===== config.mk =====
export PLATFORM = sky130hd
export DESIGN_NAME = gated_event_counter
export DESIGN_NICKNAME = d
export VERILOG_FILES = /design/src/rtl/gec_pkg.sv /design/src/rtl/gec_edge.sv /design/src/rtl/gec_select.sv /design/src/rtl/gec_counter.sv /design/src/rtl/gated_event_counter.sv
export SDC_FILE = /design/constraint.sdc
export NUM_CORES = 1
export LEC_CHECK = 0
export BUFFER_PORTS_ARGS = -buffer_cell sky130_fd_sc_hd__buf_4
export CAP_MARGIN = 20
export CORE_MARGIN = 2
export CORE_UTILIZATION = 48
export CTS_CLUSTER_DIAMETER = 60
export DETAILED_ROUTE_END_ITERATION = 8
export GPL_ROUTABILITY_DRIVEN = 0
export GPL_TIMING_DRIVEN = 0
export PLACE_DENSITY = 0.76
export SLEW_MARGIN = 0
export SYNTH_ARGS = -nofsm -noshare
export SYNTH_HDL_FRONTEND = slang
export SYNTH_SLANG_ARGS = --single-unit

===== constraint.sdc =====
create_clock -name clk -period 2.2 [get_ports clk]
set_input_delay 0.22 -clock clk [delete_from_list [all_inputs] [get_ports clk]]
set_output_delay 0.22 -clock clk [all_outputs]
set_load 0.005 [all_outputs]

===== src/rtl/gec_pkg.sv =====
package gec_pkg;

    typedef enum logic [1:0] {
        EVT_LINE  = 2'd0,
        EVT_FRAME = 2'd1,
        EVT_USEC  = 2'd2,
        EVT_NONE  = 2'd3
    } evt_sel_e;

    typedef enum logic [1:0] {
        GATE_LINE  = 2'd0,
        GATE_FRAME = 2'd1,
        GATE_TRIG  = 2'd2,
        GATE_ACQ   = 2'd3
    } gate_sel_e;

    // index of each level input inside the edge-detector vector
    localparam int SRC_LINE  = 0;
    localparam int SRC_FRAME = 1;
    localparam int SRC_TRIG  = 2;
    localparam int SRC_ACQ   = 3;
    localparam int NUM_SRC   = 4;

    typedef struct packed {
        logic on;     // selected gate level
        logic start;  // selected gate rising this cycle
        logic fin;    // selected gate falling this cycle
    } gate_ctl_t;

    function automatic int gate_index(gate_sel_e g);
        case (g)
            GATE_LINE:  return SRC_LINE;
            GATE_FRAME: return SRC_FRAME;
            GATE_TRIG:  return SRC_TRIG;
            default:    return SRC_ACQ;
        endcase
    endfunction

endpackage


===== src/rtl/gec_edge.sv =====
module gec_edge #(
    parameter int N = 4
) (
    input  logic         clk,
    input  logic         rst,
    input  logic [N-1:0] lvl,
    output logic [N-1:0] rise,
    output logic [N-1:0] fall
);
    logic [N-1:0] prev_q;

    always_ff @(posedge clk) begin
        if (rst) prev_q <= '0;
        else     prev_q <= lvl;
    end

    for (genvar i = 0; i < N; i++) begin : g_edge
        assign rise[i] = lvl[i] & ~prev_q[i];
        assign fall[i] = ~lvl[i] & prev_q[i];
    end
endmodule


===== src/rtl/gec_select.sv =====
module gec_select
    import gec_pkg::*;
(
    input  logic [NUM_SRC-1:0] lvl,
    input  logic [NUM_SRC-1:0] rise,
    input  logic [NUM_SRC-1:0] fall,
    input  logic               usec_tick,
    input  evt_sel_e           evt_sel,
    input  gate_sel_e          gate_sel,
    output logic               evt,
    output gate_ctl_t          gate
);
    int gi;

    always_comb begin
        gi         = gate_index(gate_sel);
        gate.on    = lvl[gi];
        gate.start = rise[gi];
        gate.fin   = fall[gi];
    end

    always_comb begin
        case (evt_sel)
            EVT_LINE:  evt = rise[SRC_LINE];
            EVT_FRAME: evt = rise[SRC_FRAME];
            EVT_USEC:  evt = usec_tick;
            default:   evt = 1'b0;
        endcase
    end
endmodule


===== src/rtl/gec_counter.sv =====
module gec_counter
    import gec_pkg::*;
#(
    parameter int CNT_W = 32
) (
    input  logic             clk,
    input  logic             rst,
    input  logic             evt,
    input  gate_ctl_t        gate,
    output logic [CNT_W-1:0] live_q,
    output logic [CNT_W-1:0] held_q
);
    localparam logic [CNT_W-1:0] CNT_MAX = '1;

    logic at_max;
    assign at_max = (live_q == CNT_MAX);

    always_ff @(posedge clk) begin
        if (rst) begin
            live_q <= '0;
            held_q <= '0;
        end else begin
            if (gate.start)
                live_q <= {{(CNT_W-1){1'b0}}, evt};
            else if (gate.on && evt && !at_max)
                live_q <= live_q + 1'b1;
            if (gate.fin)
                held_q <= live_q;
        end
    end


    cnt_sat_chk: assert property (@(posedge clk) disable iff (rst)
        (live_q == CNT_MAX && !gate.start) |=> live_q == CNT_MAX);


    gate_restart_chk: assert property (@(posedge clk) disable iff (rst)
        gate.start |=> live_q <= 1);


    closed_gate_chk: assert property (@(posedge clk) disable iff (rst)
        (!gate.on && !gate.start) |=> $stable(live_q));


    capture_chk: assert property (@(posedge clk) disable iff (rst)
        gate.fin |=> held_q == $past(live_q));


    held_stable_chk: assert property (@(posedge clk) disable iff (rst)
        !gate.fin |=> $stable(held_q));
endmodule


===== src/rtl/gated_event_counter.sv =====
module gated_event_counter
    import gec_pkg::*;
#(
    parameter int CNT_W = 32
) (
    input  logic             clk,
    input  logic             rst,
    input  logic             line_valid,
    input  logic             frame_valid,
    input  logic             trig_env,
    input  logic             acq_active,
    input  logic             usec_tick,
    input  logic [1:0]       evt_sel,
    input  logic [1:0]       gate_sel,
    output logic [CNT_W-1:0] live_count,
    output logic [CNT_W-1:0] held_count
);
    logic [NUM_SRC-1:0] src_lvl, src_rise, src_fall;
    logic               evt;
    gate_ctl_t          gate;

    always_comb begin
        src_lvl            = '0;
        src_lvl[SRC_LINE]  = line_valid;
        src_lvl[SRC_FRAME] = frame_valid;
        src_lvl[SRC_TRIG]  = trig_env;
        src_lvl[SRC_ACQ]   = acq_active;
    end

    gec_edge #(.N(NUM_SRC)) u_edge (
        .clk  (clk),
        .rst  (rst),
        .lvl  (src_lvl),
        .rise (src_rise),
        .fall (src_fall)
    );

    gec_select u_sel (
        .lvl       (src_lvl),
        .rise      (src_rise),
        .fall      (src_fall),
        .usec_tick (usec_tick),
        .evt_sel   (evt_sel_e'(evt_sel)),
        .gate_sel  (gate_sel_e'(gate_sel)),
        .evt       (evt),
        .gate      (gate)
    );

    gec_counter #(.CNT_W(CNT_W)) u_cnt (
        .clk    (clk),
        .rst    (rst),
        .evt    (evt),
        .gate   (gate),
        .live_q (live_count),
        .held_q (held_count)
    );
endmodule


==> impl_metrics.yaml <==
run_status:
  status: "finished clean"
yosys:
  synth.distinct_cells: 43
  synth.most_common_cell: "dfxtp_1"
  synth_top_flop_cell: "dfxtp_1"
  synth_nets: 339
  yosys_warnings: 0
  ys_seq_area_frac: 0.455
  synth_top_area_cell: "dfxtp_1"
  ys_top_cells_by_count: "68 x dfxtp_1, 42 x nor2_1, 33 x mux2i_1, 27 x a21oi_1, 25 x or3_1"
  synth.top_cell.area_share: 0.455
  syn_avg_cell_area_um2: 9.16
  async_flop_share: 0
  ys_ff_latch: 68
  synth_cells: 327
  synth.area.top_cells: "dfxtp_1 45%, mux2i_1 11%, nor2_1 5.3%"
  syn_area_mm2: 0.00299
  synth_edf_count: 0
drt:
  viasPerCell: 5.47
  highest-signal-layer: "met4"
  dr_wl_met3_um: 373
  dr_wl_met2_um: 3310
  firstDrtPassIters: 4
  ant_nets: 0
  drcViolationCount: 0
  wl_per_cell_um: 14.1
  drt_iter0_drc: 106
  vias: 2720
  wl_um: 7010
  routedLengthMet1_um: 3210
worst_setup_path:
  critPathLaunch: "u_edge.prev_q[1]"
  crit_end: "u_cnt.live_q[9]"
  worst-endpoint-required_ns: 2.47
  crit_fanout: 7
  worstPathCellList: "nor3b_1 -> o221a_4 -> o31ai_4 -> buf_4 -> or4b_2 -> a21oi_1"
  path_delay_family: "simple AND/OR/NAND/NOR gates"
  cp-start-kind: "flop"
  crit_buf_inv: 1
  reg2reg_depth: 6
  reg2reg_slack_ns: 0.08
  crit_cells: 6
  end_kind: "flop"
  arrival_ns: 2.39
  cpMaxStageDelayCell: "or4b_2"
  r2r_end: "u_cnt.live_q[9]"
  rr_startpoint: "u_edge.prev_q[1]"
  max_stage_delay_ns: 0.60
  path_class: "reg2reg"
cells_and_area:
  fin_nets: 430
  final_util: 0.657
  n_fill_cell: 526
  multiInputGateArea_mm2: 0.00158
  instances_no_fill: 497
  num_antenna_cells: 0
  seqCellArea_mm2: 0.00138
  drive_gt1_frac: 0.296
  areaGrowthSynthToFinish_pct: 31.4
timing:
  rsz0062_at_grt: "true"
  final.setup.tns_ns: 0
  hold_violations: 0
  setup_violations: 0
  slew_viol_final: 0
  min_period_over_period: 0.964
  fmax_mhz: 471
  clock-skew-final_ns: 0.00614
  fin_crit_ns: 2.12
  hold-worst-slack_ns: 0.105
  tightest_slew_ns: 0.542
  slew_headroom: 0.638
placement:
  port_buffers: 74
  place_hpwl_um: 4850
  place_inst: 476
global_routing:
  grt_pass1_vias: 2444
  antenna_found_initial: 0
  grt_usage: 0.205
  grt_max_degree: 11
  grt_overflow_total: 0
  grt_pass1_wl_um: 11600
clock_network:
  clock-sinks: 68
  clk_latency_ns: 0.34
  cts-root-buf: "clkbuf_8"
  cts_tree: "yes"
  cts.path.max_buffers: 2
  cts_buffers: 9
  clk_pin_slew_ns: 0.07
  cts_max_level: 3
power:
  leakage_nw: 1.61
  vdd_drop_max_v: 0.000372
  finalPower_mw: 2.32
  power-per-cell-area_mw_per_mm2: 588
min_path:
  hold_class: "in2reg"
die:
  ios: 75
  die_x_um: 83.0
  rows: 28
  core_area_mm2: 0.00599
  initial_utilization: 0.500
  die_y_um: 83.0
  dieArea_mm2: 0.00689
flow_run:
  maxCapViolations: 0
power by group:
part | internal [mW] | switching [mW]
Combinational | 0.0738 | 0.0984
Clock | 0.461 | 0.435
Sequential | 1.24 | 0.00875
cell families (layout without fill, tap and decap cells):
kind of cell               after synthesis  in the layout  synth area share
buffers and inverters                   24            119            0.0364
xor gates and xnor gates                 2              2           0.00585
DFF                                     68             68             0.455
muxes                                   35             35             0.127
adders and majority gates                1              1           0.00418
and+or+nand+nor                        131            131             0.232
AOI/OAI and AO/OA                       66             66             0.141
state kept, by name, summed over array words and instances (netlist names):
| name | cells |
|---|---|
| u_cnt.held_q | 32 |
| u_cnt.live_q | 32 |
| u_edge.prev_q | 4 |
worst reg2reg max path: stages (launching register included):
cell     delay (ns)
dfxtp_1        0.32
nor3b_1        0.36
o221a_4        0.36
o31ai_4        0.10
buf_4          0.15
or4b_2         0.60
a21oi_1        0.15
cells in the final DEF, fill, tap and decap left out, types with 7 or more instances in the layout:
| master | count |
|---|---|
| clkbuf_1 | 7 |
| nand3_1 | 10 |
| o21ai_0 | 18 |
| dfxtp_1 | 58 |
| nand2_1 | 16 |
| inv_1 | 11 |
| a21oi_1 | 27 |
| nor2_1 | 42 |
| or3_1 | 25 |
| o21ai_1 | 7 |
| clkbuf_8 | 11 |
| dfxtp_2 | 8 |
| nand4_1 | 11 |
| buf_4 | 81 |
| nor2b_1 | 7 |
| mux2i_1 | 33 |
final cells by class:
cell class	instances	area share
multi-input combinational	235	0.402
sequential	68	0.350
timing repair buffer	81	0.155
clock buffer	13	0.0404
tap	75	0.0238
buffer	12	0.0162
inverter	11	0.0105
clock inverter	2	0.00254
metrics by stage:
step	area, um^2	setup WS [ns]
final	3940	0.0784
after global routing	3940	-0.0184
after CTS	3860	0.0202
after global placement	3640	-0.172
after floorplan	2990	0.107
after detailed placement	3640	-0.242
what timing repair did:
action,4_1_cts,5_1_grt
hold buffers,0,0
endpoints found under the setup margin,30,23
gates resized for setup,9,12
setup buffers,3,4
pin swaps,3,5
routing by layer:
metal  up-vias  track usage
li1       1370            -
met1      1279        0.271
met2        64        0.318
met3         7       0.0577
met4         0       0.0790
met5         -            0
worst min-delay path by stage:
stage	startpoint	cells after the start	slack, ns	end
after global routing	acq_active	2	0.11	u_edge.prev_q[3]
after detailed placement	acq_active	2	0.47	u_edge.prev_q[3]
final	acq_active	2	0.10	u_edge.prev_q[3]
after CTS	acq_active	2	0.10	u_edge.prev_q[3]
after global placement	acq_active	2	0.45	u_edge.prev_q[3]
after floorplan	line_valid	1	0.35	u_edge.prev_q[0]
(Power assumes the default switching activity.)
